==> src/rtl/spi_port_pkg.sv <==
// Shared register encodings for the SPI port.
// Assumes an 8-bit register interface with a 2-bit register select.
package spi_port_pkg;
    localparam int unsigned BYTE_W = 8;

    typedef enum logic [1:0] {
        REG_DATA = 2'd0,
        REG_STAT = 2'd1,
        REG_CTRL = 2'd2
    } reg_sel_e;

    typedef struct packed {
        logic [2:0] spare;
        logic [1:0] rate;
        logic       irq_en;
        logic       master;
        logic       on;
    } ctrl_t;
endpackage

==> src/rtl/spi_rate_gen.sv <==
// Half-period timer for the master serial clock.
// Emits one tick per SCK half period while run is high; the half period is
// HALF_MAX>>5, >>3, >>1 or HALF_MAX clocks for rate 0..3, halved by dbl.
// Assumes HALF_MAX is a power of two of at least 64.
module spi_rate_gen #(
    parameter int HALF_MAX = 64
) (
    input  logic       clk,
    input  logic       rst_n,
    input  logic       run,
    input  logic [1:0] rate,
    input  logic       dbl,
    output logic       tick
);
    localparam int CW = $clog2(HALF_MAX) + 1;

    logic [CW-1:0] cnt;
    logic [CW-1:0] half_len;
    logic [CW-1:0] last;

    // Pick the half-period length from rate and double-speed.
    always_comb begin
        case (rate)
            2'd0:    half_len = CW'(HALF_MAX >> 5);
            2'd1:    half_len = CW'(HALF_MAX >> 3);
            2'd2:    half_len = CW'(HALF_MAX >> 1);
            default: half_len = CW'(HALF_MAX);
        endcase
        if (dbl) half_len = half_len >> 1;
        last = half_len - 1'b1;
    end

    assign tick = run && (cnt == last);

    // Count clocks within a half period; restart on tick or when stopped.
    always_ff @(posedge clk) begin
        if (!rst_n)              cnt <= '0;
        else if (!run || tick)   cnt <= '0;
        else                     cnt <= cnt + 1'b1;
    end
endmodule

==> src/rtl/spi_shift_engine.sv <==
// Shared shift core for master and slave modes.
// Samples sdi on rise, shifts MSB first on fall, and flags done on the
// falling edge that completes W bits. A load has priority over abort;
// abort only resets the bit count.
module spi_shift_engine #(
    parameter int W = 8
) (
    input  logic         clk,
    input  logic         rst_n,
    input  logic         load,
    input  logic [W-1:0] load_data,
    input  logic         abort,
    input  logic         rise,
    input  logic         fall,
    input  logic         sdi,
    output logic         sdo,
    output logic         done,
    output logic [W-1:0] rx_next
);
    localparam int BW = $clog2(W);

    logic [W-1:0]  sh;
    logic          samp;
    logic [BW-1:0] cnt;

    // Shift register, sampled bit and bit counter.
    always_ff @(posedge clk) begin
        if (!rst_n) begin
            sh   <= '0;
            samp <= 1'b0;
            cnt  <= '0;
        end else if (load) begin
            sh  <= load_data;
            cnt <= '0;
        end else if (abort) begin
            cnt <= '0;
        end else begin
            if (rise) samp <= sdi;
            if (fall) begin
                sh  <= {sh[W-2:0], samp};
                cnt <= cnt + 1'b1;
            end
        end
    end

    assign sdo     = sh[W-1];
    assign rx_next = {sh[W-2:0], samp};
    assign done    = fall && !load && !abort && (cnt == BW'(W - 1));
endmodule

==> src/rtl/spi_regs.sv <==
// Register file: data, status and control, plus flag set/clear rules.
// Flags clear by a status read that saw them set followed by a data access;
// irq_ack clears the completion flag. A mode fault clears the master bit.
module spi_regs
    import spi_port_pkg::*;
(
    input  logic        clk,
    input  logic        rst_n,
    input  logic [1:0]  addr,
    input  logic        rd_en,
    input  logic        wr_en,
    input  logic [7:0]  wdata,
    output logic [7:0]  rdata,
    input  logic        busy,
    input  logic        done,
    input  logic        modf,
    input  logic [7:0]  rx_byte,
    input  logic        irq_ack,
    output ctrl_t       ctrl,
    output logic        dbl,
    output logic        start,
    output logic        irq
);
    logic [7:0] rxbuf;
    logic       spif, wcol;
    logic       arm_f, arm_w;
    logic       data_acc, data_wr, stat_rd, stat_wr, ctrl_wr, coll;

    assign data_acc = (rd_en || wr_en) && (addr == REG_DATA);
    assign data_wr  = wr_en && (addr == REG_DATA);
    assign stat_rd  = rd_en && (addr == REG_STAT);
    assign stat_wr  = wr_en && (addr == REG_STAT);
    assign ctrl_wr  = wr_en && (addr == REG_CTRL);
    assign coll     = data_wr && busy;
    assign start    = data_wr && !busy && ctrl.on;
    assign irq      = spif && ctrl.irq_en;

    // Read multiplexer.
    always_comb begin
        case (reg_sel_e'(addr))
            REG_DATA: rdata = rxbuf;
            REG_STAT: rdata = {spif, wcol, 5'b0, dbl};
            REG_CTRL: rdata = ctrl;
            default:  rdata = 8'h00;
        endcase
    end

    // Control register; a mode fault drops master mode.
    always_ff @(posedge clk) begin
        if (!rst_n) ctrl <= '0;
        else begin
            if (ctrl_wr) ctrl <= ctrl_t'({3'b000, wdata[4:0]});
            if (modf)    ctrl.master <= 1'b0;
        end
    end

    // Double-speed bit and receive buffer.
    always_ff @(posedge clk) begin
        if (!rst_n) begin
            dbl   <= 1'b0;
            rxbuf <= '0;
        end else begin
            if (stat_wr) dbl   <= wdata[0];
            if (done)    rxbuf <= rx_byte;
        end
    end

    // Arm the clear sequence on a status read, consume it on a data access.
    always_ff @(posedge clk) begin
        if (!rst_n) begin
            arm_f <= 1'b0;
            arm_w <= 1'b0;
        end else if (stat_rd) begin
            arm_f <= spif;
            arm_w <= wcol;
        end else if (data_acc) begin
            arm_f <= 1'b0;
            arm_w <= 1'b0;
        end
    end

    // Completion and collision flags.
    always_ff @(posedge clk) begin
        if (!rst_n) begin
            spif <= 1'b0;
            wcol <= 1'b0;
        end else begin
            if (done || modf)            spif <= 1'b1;
            else if (irq_ack)            spif <= 1'b0;
            else if (data_acc && arm_f)  spif <= 1'b0;
            if (coll)                    wcol <= 1'b1;
            else if (data_acc && arm_w)  wcol <= 1'b0;
        end
    end


    modf_drops_master_chk: assert property (@(posedge clk) disable iff (!rst_n)
        modf |=> !ctrl.master);

    spif_cause_chk: assert property (@(posedge clk) disable iff (!rst_n)
        $rose(spif) |-> $past(done || modf));

    wcol_cause_chk: assert property (@(posedge clk) disable iff (!rst_n)
        $rose(wcol) |-> $past(data_wr && busy));

    wcol_clear_chk: assert property (@(posedge clk) disable iff (!rst_n)
        $fell(wcol) |-> $past(data_acc));
endmodule

==> src/rtl/spi_port.sv <==
// Top of the SPI port: master clock generation, slave input synchronisers,
// mode-fault detection and pin enables around the shared shift engine.
// Assumes sck_i at most a quarter of clk in slave mode.
module spi_port
    import spi_port_pkg::*;
#(
    parameter int HALF_MAX = 64
) (
    input  logic       clk,
    input  logic       rst_n,
    input  logic [1:0] reg_addr,
    input  logic       reg_rd,
    input  logic       reg_wr,
    input  logic [7:0] reg_wdata,
    output logic [7:0] reg_rdata,
    output logic       irq,
    input  logic       irq_ack,
    input  logic       sck_i,
    output logic       sck_o,
    output logic       sck_oe,
    input  logic       mosi_i,
    output logic       mosi_o,
    output logic       mosi_oe,
    input  logic       miso_i,
    output logic       miso_o,
    output logic       miso_oe,
    input  logic       ss_n_i
);
    localparam int SYNC_N = 2;

    ctrl_t       ctrl;
    logic        dbl, start, done, busy, modf, tick;
    logic        is_m, is_s, stop_m;
    logic        m_busy, sck_q, sck_p;
    logic        sck_s, mosi_s, ss_s;
    logic        rise, fall, sdi, sdo, abort;
    logic [7:0]  rx_next;
    logic [SYNC_N-1:0] sck_sync, mosi_sync, ss_sync;

    assign is_m   = ctrl.on && ctrl.master;
    assign is_s   = ctrl.on && !ctrl.master;
    assign modf   = is_m && !ss_s;
    assign stop_m = modf || !is_m;
    assign busy   = is_m ? m_busy : (is_s && !ss_s);

    // Two-stage synchronisers for the slave-side pins.
    always_ff @(posedge clk) begin
        if (!rst_n) begin
            sck_sync  <= '0;
            mosi_sync <= '0;
            ss_sync   <= '1;
            sck_p     <= 1'b0;
        end else begin
            sck_sync  <= {sck_sync[SYNC_N-2:0], sck_i};
            mosi_sync <= {mosi_sync[SYNC_N-2:0], mosi_i};
            ss_sync   <= {ss_sync[SYNC_N-2:0], ss_n_i};
            sck_p     <= sck_s;
        end
    end
    assign sck_s  = sck_sync[SYNC_N-1];
    assign mosi_s = mosi_sync[SYNC_N-1];
    assign ss_s   = ss_sync[SYNC_N-1];

    // Master busy state.
    always_ff @(posedge clk) begin
        if (!rst_n)              m_busy <= 1'b0;
        else if (stop_m)         m_busy <= 1'b0;
        else if (start)          m_busy <= 1'b1;
        else if (done)           m_busy <= 1'b0;
    end

    // Master serial clock, idle low.
    always_ff @(posedge clk) begin
        if (!rst_n)                  sck_q <= 1'b0;
        else if (!m_busy || stop_m)  sck_q <= 1'b0;
        else if (tick)               sck_q <= ~sck_q;
    end

    assign rise  = is_m ? (tick && !sck_q) : (is_s && !ss_s && sck_s && !sck_p);
    assign fall  = is_m ? (tick && sck_q)  : (is_s && !ss_s && !sck_s && sck_p);
    assign sdi   = is_m ? miso_i : mosi_s;
    assign abort = is_m ? modf : (!is_s || ss_s);

    spi_rate_gen #(.HALF_MAX(HALF_MAX)) u_rate (
        .clk(clk), .rst_n(rst_n), .run(m_busy), .rate(ctrl.rate),
        .dbl(dbl), .tick(tick)
    );

    spi_shift_engine #(.W(BYTE_W)) u_eng (
        .clk(clk), .rst_n(rst_n), .load(start), .load_data(reg_wdata),
        .abort(abort), .rise(rise), .fall(fall), .sdi(sdi), .sdo(sdo),
        .done(done), .rx_next(rx_next)
    );

    spi_regs u_regs (
        .clk(clk), .rst_n(rst_n), .addr(reg_addr), .rd_en(reg_rd),
        .wr_en(reg_wr), .wdata(reg_wdata), .rdata(reg_rdata), .busy(busy),
        .done(done), .modf(modf), .rx_byte(rx_next), .irq_ack(irq_ack),
        .ctrl(ctrl), .dbl(dbl), .start(start), .irq(irq)
    );

    assign sck_o   = sck_q;
    assign sck_oe  = is_m;
    assign mosi_o  = sdo;
    assign mosi_oe = is_m;
    assign miso_o  = sdo;
    assign miso_oe = is_s && !ss_s;


    sck_idle_low_chk: assert property (@(posedge clk) disable iff (!rst_n)
        !m_busy |-> !sck_q);

    miso_slave_only_chk: assert property (@(posedge clk) disable iff (!rst_n)
        miso_oe |-> !ctrl.master);
endmodule

==> config.mk <==
export PLATFORM = sky130hd
export DESIGN_NAME = spi_port
export DESIGN_NICKNAME = d
export VERILOG_FILES = /design/src/rtl/spi_port_pkg.sv /design/src/rtl/spi_rate_gen.sv /design/src/rtl/spi_shift_engine.sv /design/src/rtl/spi_regs.sv /design/src/rtl/spi_port.sv
export SDC_FILE = /design/constraint.sdc
export NUM_CORES = 1
export LEC_CHECK = 0
export BUFFER_PORTS_ARGS = -buffer_cell sky130_fd_sc_hd__buf_4
export CORE_MARGIN = 4
export CORE_UTILIZATION = 49
export CTS_BUF_LIST = sky130_fd_sc_hd__clkbuf_16
export DETAILED_ROUTE_END_ITERATION = 8
export PLACE_DENSITY = 0.7
export SETUP_SLACK_MARGIN = 0.15
export SYNTH_ARGS = -nofsm -noshare
export SYNTH_HDL_FRONTEND = slang
export SYNTH_SLANG_ARGS = --single-unit
==> constraint.sdc <==
create_clock -name clk -period 8.8 [get_ports clk]
set_input_delay 0.44 -clock clk [delete_from_list [all_inputs] [get_ports clk]]
set_output_delay 0.44 -clock clk [all_outputs]
set_load 0.02 [all_outputs]
# --- After elaboration in Yosys (flattened, before gate mapping) ---
# Index checks and enable logic that the tools add are counted.
word_totals:
  register_bits: 46
  inputBits: 19
  output_inout_bits: 15
  wordCells: 111
op_classes:
  add_sub_neg: 3
  eq_ne: 7
  muxes: 21
  n_bitwise: 4
  reduce_logical: 56
op_table:
  columns: ["operator", "count"]
  rows:
  - ["1-bit logical AND", 25]
  - ["8-bit two-way mux", 3]
  - ["8-bit case mux with 3 select lines", 1]
  - ["7-bit case mux with 3 select lines", 1]
  - ["1-bit two-way mux", 15]
  - ["1-bit logical NOT", 11]
  - ["2-bit nonzero test", 4]
  - ["2-bit OR reduction", 4]
  - ["7-bit by 1-bit adder with 7-bit output (second input constant)", 1]
  - ["7-bit == test", 1]
  - ["7-bit two-way mux", 1]
  - ["7-bit by 1-bit subtractor with 7-bit output (second input constant)", 1]
  - ["1-bit logical OR", 6]
  - ["2-bit by 1-bit == test with 1-bit output (second input constant)", 2]
  - ["2-bit == test (second input constant)", 2]
  - ["2-bit logical NOT", 2]
  - ["1-bit inverter", 4]
  - ["3-bit by 1-bit adder with 3-bit output (second input constant)", 1]
  - ["3-bit == test (second input constant)", 1]
  - ["3-bit AND reduction", 1]
  - ["3-bit nonzero test", 1]
  - ["3-bit OR reduction", 1]
  - ["2-bit by 1-bit != test with 1-bit output (second input constant)", 1]
  - ["2-bit AND reduction", 1]

# --- Longest topological paths before layout ---
logic_depth:
  depth_word: 13
  depth_mapped: 11

# --- Hierarchy ---
# A second synthesis with hierarchy kept.
unflattened:
  cells_unflattened: 238
  hier_area_um2: 2210.9
by_module_without_submodules:
  columns: ["module", "n_inst", "cells_each", "area_each_um2", "seq_area_each_um2"]
  rows:
  - ["spi_regs", 1, 94, 865.8, 360.3]
  - ["spi_shift_engine", 1, 57, 539.3, 240.2]
  - ["spi_rate_gen", 1, 47, 439.2, 140.1]
  - ["spi_port", 1, 40, 366.6, 180.2]

# --- Worst setup path after synthesis ---
# No wires, ideal clock.
synth_timing:
  path_type: "register -> register"
  startpoint: "reg, netlist name u_regs.ctrl[3]"
  endpoint: "reg u_regs.rxbuf[0]"
  setup_time_ps: 117
  arrival_ps: 2979
  required_time_ps: 8683
  setup_slack_ps: 5704
  path_stages_with_launch: 11
  path_buffers: 2
  synth_period_minus_slack_ps: 3096
  path_cell_list: "dfxtp_1 -> clkbuf_1 -> or3_1 -> ha_1 -> buf_6 -> nor3b_1 -> or3_1 -> a2111o_1 -> nor4_4 -> o22ai_4 -> a22o_1"
synth_via:
  elab_chain_len: 11
synth_rtl:
  columns: ["element", "line_no", "source"]
  rows:
  - ["2-bit == test, or another cell as far along", "spi_rate_gen.sv:23", "case (rate)"]
  - ["7-bit case mux with 3 select lines *", "spi_rate_gen.sv:23", null]
  - ["7-bit two-way mux *", "spi_rate_gen.sv:29", "if (dbl) half_len = half_len >> 1;"]
  - ["7-bit by 1-bit subtractor with 7-bit output *", "spi_rate_gen.sv:30", "last = half_len - 1'b1;"]
  - ["7-bit == test *", "spi_rate_gen.sv:33", "assign tick = run && (cnt == last);"]
  - ["1-bit logical AND *", "spi_rate_gen.sv:33", null]
  - ["1-bit logical AND *", "spi_port.sv:80", "assign fall = is_m ? (tick && sck_q) : (is_s && !ss_s && !sck_s && sck_p);"]
  - ["1-bit two-way mux *", "spi_port.sv:80", null]
  - ["1-bit logical AND * (3 in a row)", "spi_shift_engine.sv:48", "assign done = fall && !load && !abort && (cnt == BW'(W - 1));"]
  - ["to (signal assigned)", "spi_regs.sv:64", "if (done) rxbuf <= rx_byte;"]
  - ["to (decl)", "spi_regs.sv:24", "logic [7:0] rxbuf;"]
# Mark *: on every way between the ends. The rest lies on a longest branch, timed or not.
# A chain may end at the register's enable or synchronous reset.

# --- Worst setup path after layout ---
layout_timing:
  startpoint: "reg, netlist name u_regs.ctrl[3]"
  endpoint: "reg u_eng.sh[2]"
layout_via:
  elab_chain_len: 10
layout_rtl:
  columns: ["element", "line_no", "source"]
  rows:
  - ["2-bit == test, or another cell as far along", "spi_rate_gen.sv:23", null]
  - ["7-bit case mux with 3 select lines *", "spi_rate_gen.sv:23", null]
  - ["7-bit two-way mux *", "spi_rate_gen.sv:29", null]
  - ["7-bit by 1-bit subtractor with 7-bit output *", "spi_rate_gen.sv:30", null]
  - ["7-bit == test *", "spi_rate_gen.sv:33", null]
  - ["1-bit logical AND *", "spi_rate_gen.sv:33", null]
  - ["1-bit logical AND *", "spi_port.sv:80", null]
  - ["1-bit two-way mux *", "spi_port.sv:80", null]
  - ["2-bit nonzero test (no source line) *", null, null]
  - ["2-bit AND reduction (no source line) *", null, null]
  - ["to (signal assigned)", "spi_shift_engine.sv:33", "sh <= load_data;"]
  - ["to (signal assigned)", "spi_shift_engine.sv:40", "sh <= {sh[W-2:0], samp};"]
  - ["to (decl)", "spi_shift_engine.sv:22", "logic [W-1:0] sh;"]
# Marks and branches as above.

==> reports/results.md <==
### Run status
* **result of the run** finished clean

### Finish
* **number of nets at the end of the flow** 303
* **utilization of the core after routing** 0.6040
* **number of antenna repair diodes** 0
* **non-filler cells in the finished layout** 333
* **commonest cells after routing, fill and taps aside** sky130_fd_sc_hd__dfxtp_1, sky130_fd_sc_hd__buf_4, sky130_fd_sc_hd__nand2_1, sky130_fd_sc_hd__nor2_1, sky130_fd_sc_hd__a211oi_1
* **most common cell after layout, fill and taps aside** sky130_fd_sc_hd__dfxtp_1
* **fraction of layout instances using a drive strength above 1** 0.1637
* **layout overhead on the synthesized area** 16.57%

### Floorplanning
* **area of the die** 5896 µm²
* **num rows** 24
* **effective utilization at floorplan** 0.5182
* **Ports** 34
* **area inside the core boundary** 4474 µm²
* **vertical die dimension** 76.79 µm
* **overall die width** 76.79 µm

### Critical path
* **launching element of the worst setup path** u_regs.ctrl[3]$_SDFFE_PN0P_
* **Worst R2R Path Depth** 8
* **kind of end point of the critical path** flip-flop
* **maximum net fanout on the critical path** 12
* **Worst Setup Start Kind** flip-flop
* **Critical R2R Launch** u_regs.ctrl[3]$_SDFFE_PN0P_
* **arrival time worst endpoint** 3.49 ns
* **worst setup path endpoint** u_eng.sh[2]$_SDFFE_PN0P_
* **Worst Setup Path Type** reg -> reg
* **Data required, critical path** 8.95 ns
* **setup slack on the worst flop-to-flop path** 5.46 ns
* **reg-to-reg endpoint** u_eng.sh[2]$_SDFFE_PN0P_

### Synth
* **Post-synth top flop** sky130_fd_sc_hd__dfxtp_1
* **Yosys top cell by area** sky130_fd_sc_hd__dfxtp_1
* **net count after synthesis** 278
* **total standard cell area after synthesis** 2318 µm²
* **number of instances in the synthesized netlist** 255
* **fraction of registers with async set/reset** 0
* **number of synthesized register bits** 46
* **count of different cell masters after synthesis** 49
* **number of synthesis warnings** 0
* **number of synthesized flops with an enable pin** 0
* **Mean Syn Cell Area** 9.092 µm²
* **sequential fraction of the synthesis area** 0.3972
* **top cell type's share of synthesized area** 0.3972
* **top cells by area, synth** sky130_fd_sc_hd__dfxtp_1, sky130_fd_sc_hd__mux2i_1, sky130_fd_sc_hd__a211oi_1

### STA
* **headroom to the max-slew limit** 0.5716
* **top achievable clock speed** 299.1 MHz
* **PnR worst setup slack** 5.456 ns
* **Period minus WS final** 3.344 ns
* **Worst Tran Pin Value** 0.6378 ns
* **final max-slew violation count** 0
* **clk_skew** 0.005799 ns
* **summed negative setup slack over all endpoints** 0 ns
* **# setup viols final** 0
* **Final period util** 0.3799
* **final number of hold-violating endpoints** 0
* **setup repair after global routing missed its margin** no

### Placement
* **placer's final routability congestion estimate** 0.7919
* **pre-CTS setup slack** 5.515 ns
* **count of buffers inserted at the top-level ports** 33
* **DP HPWL** 3719 µm
* **Placed Cells** 325

### Drt
* **via/cell ratio** 5.895
* **initial drt markers** 173
* **antenna violation net count after detailed routing** 0
* **DRC errors left** 0
* **detailed-router iteration count before antenna repair** 4
* **routed wire length** 5252 µm
* **count of vias placed by the detailed router** 1963
* **post-DR wirelength/cell** 15.77 µm

### GRT
* **global-route wire length before repair** 8907 µm
* **GRT Resource Usage Total** 0.1849
* **number of antenna violations at the first check in global routing** 0
* **number of global-route vias before repair** 1804
* **aggregate global routing overflow** 0
* **largest net degree at the start of global routing** 19

### CTS
* **CTS buffer count** 5
* **post-CTS setup buffer count** 0
* **# resized after CTS** 0
* **H-Tree Depth** 2
* **worst skew pair latency** 0.28 ns
* **CTS clock-pin slew for the worst setup and hold paths** 0.06 ns
* **Bufs on Longest Clock Path** 2
* **CTS tree** built
* **clock root buffer** sky130_fd_sc_hd__clkbuf_16
* **total number of clock tree sinks** 46
* **hold buffers post-CTS** 0

### Min path
* **classification of the worst-slack hold path** in -> reg

### Power and ir drop
* **Cell Pwr Density** 158.4 nW/µm²
* **Max IR drop VDD** 0.00009549 V
* **Leakage** 1.116 nW

### Run
* **number of max-capacitance violations reported** 0

[cell type report]
cell class                      count  area (µm²)
Fill cell                         431        1772
Multi-Input combinational cell    188        1300
Sequential cell                    46       920.9
Timing Repair Buffer               34       255.2
Clock buffer                        5       125.1
Tap cell                           52       65.06
Inverter                            5       18.77
Clock inverter                      3       17.52
[Yosys cell counts (2+ instances only)]
master / count
sky130_fd_sc_hd__and2_1: 7
sky130_fd_sc_hd__a22oi_1: 2
sky130_fd_sc_hd__nand2b_1: 4
sky130_fd_sc_hd__nor3_1: 4
sky130_fd_sc_hd__nor4b_1: 2
sky130_fd_sc_hd__clkbuf_1: 10
sky130_fd_sc_hd__a31oi_1: 2
sky130_fd_sc_hd__xnor2_1: 4
sky130_fd_sc_hd__a21o_1: 2
sky130_fd_sc_hd__mux2i_1: 16
sky130_fd_sc_hd__buf_1: 2
sky130_fd_sc_hd__buf_4: 3
sky130_fd_sc_hd__and3b_1: 3
sky130_fd_sc_hd__nand3b_1: 4
sky130_fd_sc_hd__ha_1: 4
sky130_fd_sc_hd__o2111ai_1: 2
sky130_fd_sc_hd__a211oi_1: 17
sky130_fd_sc_hd__and3_1: 4
sky130_fd_sc_hd__nor3b_1: 5
sky130_fd_sc_hd__xor2_1: 7
sky130_fd_sc_hd__nor2b_1: 3
sky130_fd_sc_hd__inv_1: 4
sky130_fd_sc_hd__or3_1: 3
sky130_fd_sc_hd__a21oi_1: 5
sky130_fd_sc_hd__o211ai_1: 2
sky130_fd_sc_hd__dfxtp_1: 46
sky130_fd_sc_hd__a22o_1: 8
sky130_fd_sc_hd__nand3_1: 11
sky130_fd_sc_hd__nand2_1: 21
sky130_fd_sc_hd__o21ai_0: 9
sky130_fd_sc_hd__nor2_1: 21
[worst max-delay path, stage by stage, from the launching register on]
cell,delay (ns)
sky130_fd_sc_hd__dfxtp_1,0.41
sky130_fd_sc_hd__or3_1,0.40
sky130_fd_sc_hd__ha_1,0.28
sky130_fd_sc_hd__nor3b_1,0.18
sky130_fd_sc_hd__or3_1,0.31
sky130_fd_sc_hd__a2111o_1,0.50
sky130_fd_sc_hd__nor4_4,0.62
sky130_fd_sc_hd__a21o_1,0.37
sky130_fd_sc_hd__a211oi_1,0.13
[worst min-delay path by stage]
stage               slack (ns)                    end                  start  depth (start not counted)
global route              0.36  ss_sync[0]$_SDFF_PN1_                 ss_n_i                          2
global placement          0.41  ss_sync[1]$_SDFF_PN1_  ss_sync[0]$_SDFF_PN1_                          1
floorplan                 0.39  ss_sync[1]$_SDFF_PN1_  ss_sync[0]$_SDFF_PN1_                          1
finish                    0.34  ss_sync[0]$_SDFF_PN1_                 ss_n_i                          2
detailed placement        0.40  ss_sync[1]$_SDFF_PN1_  ss_sync[0]$_SDFF_PN1_                          1
CTS                       0.34  ss_sync[0]$_SDFF_PN1_                 ss_n_i                          2
[report_power, final]
part | leakage, nW | switching (mW) | total, mW | internal [mW]
clock network | 0.0750 | 0.0767 | 0.181 | 0.104
logic | 0.668 | 0.0176 | 0.0327 | 0.0151
registers | 0.372 | 0.00383 | 0.215 | 0.211
total | 1.12 | 0.0981 | 0.428 | 0.330
[per-stage QoR]
stage               hold slack [ns]  instance area (µm²)  total power [mW]
global placement             0.4132                 2560            0.2513
detailed placement           0.3995                 2560            0.2515
CTS                          0.3375                 2703            0.4352
finish                       0.3411                 2703            0.4282
floorplan                    0.3863                 2318            0.2402
global route                 0.3607                 2703            0.4479
[layer usage]
| layer | track usage | up-vias | wire, µm |
|---|---|---|---|
| met5 | 0 | - | 0 |
| met4 | 0.06159 | 0 | 70 |
| met3 | 0.03513 | 8 | 310 |
| met2 | 0.2787 | 56 | 2347 |
| met1 | 0.2636 | 917 | 2524 |
| li1 | - | 982 | - |
[cell families (layout without fill, tap and decap cells)]
| kind of cell | after synthesis | count (layout) | synth area share |
|---|---|---|---|
| AOI/OAI and AO/OA | 58 | 58 | 0.1910 |
| xor gates and xnor gates | 11 | 11 | 0.04155 |
| adders and majority gates | 4 | 4 | 0.02159 |
| buffers and inverters | 21 | 47 | 0.04209 |
| DFF | 46 | 46 | 0.3972 |
| muxes | 16 | 16 | 0.06908 |
| and+or+nand+nor | 99 | 99 | 0.2375 |
[state kept, by name, indices dropped and copies added, names as in the netlist]
register      flops
u_regs.rxbuf      8
sck_sync          2
u_eng.sh          8
u_eng.samp        1
u_regs.arm_f      1
sck_o             1
u_eng.cnt         3
sck_p             1
u_regs.spif       1
ss_sync           2
u_regs.wcol       1
u_rate.cnt        7
mosi_sync         2
u_regs.arm_w      1
u_regs.ctrl       5
u_regs.dbl        1
m_busy            1
Note: power is estimated with default switching activity, not from simulation.
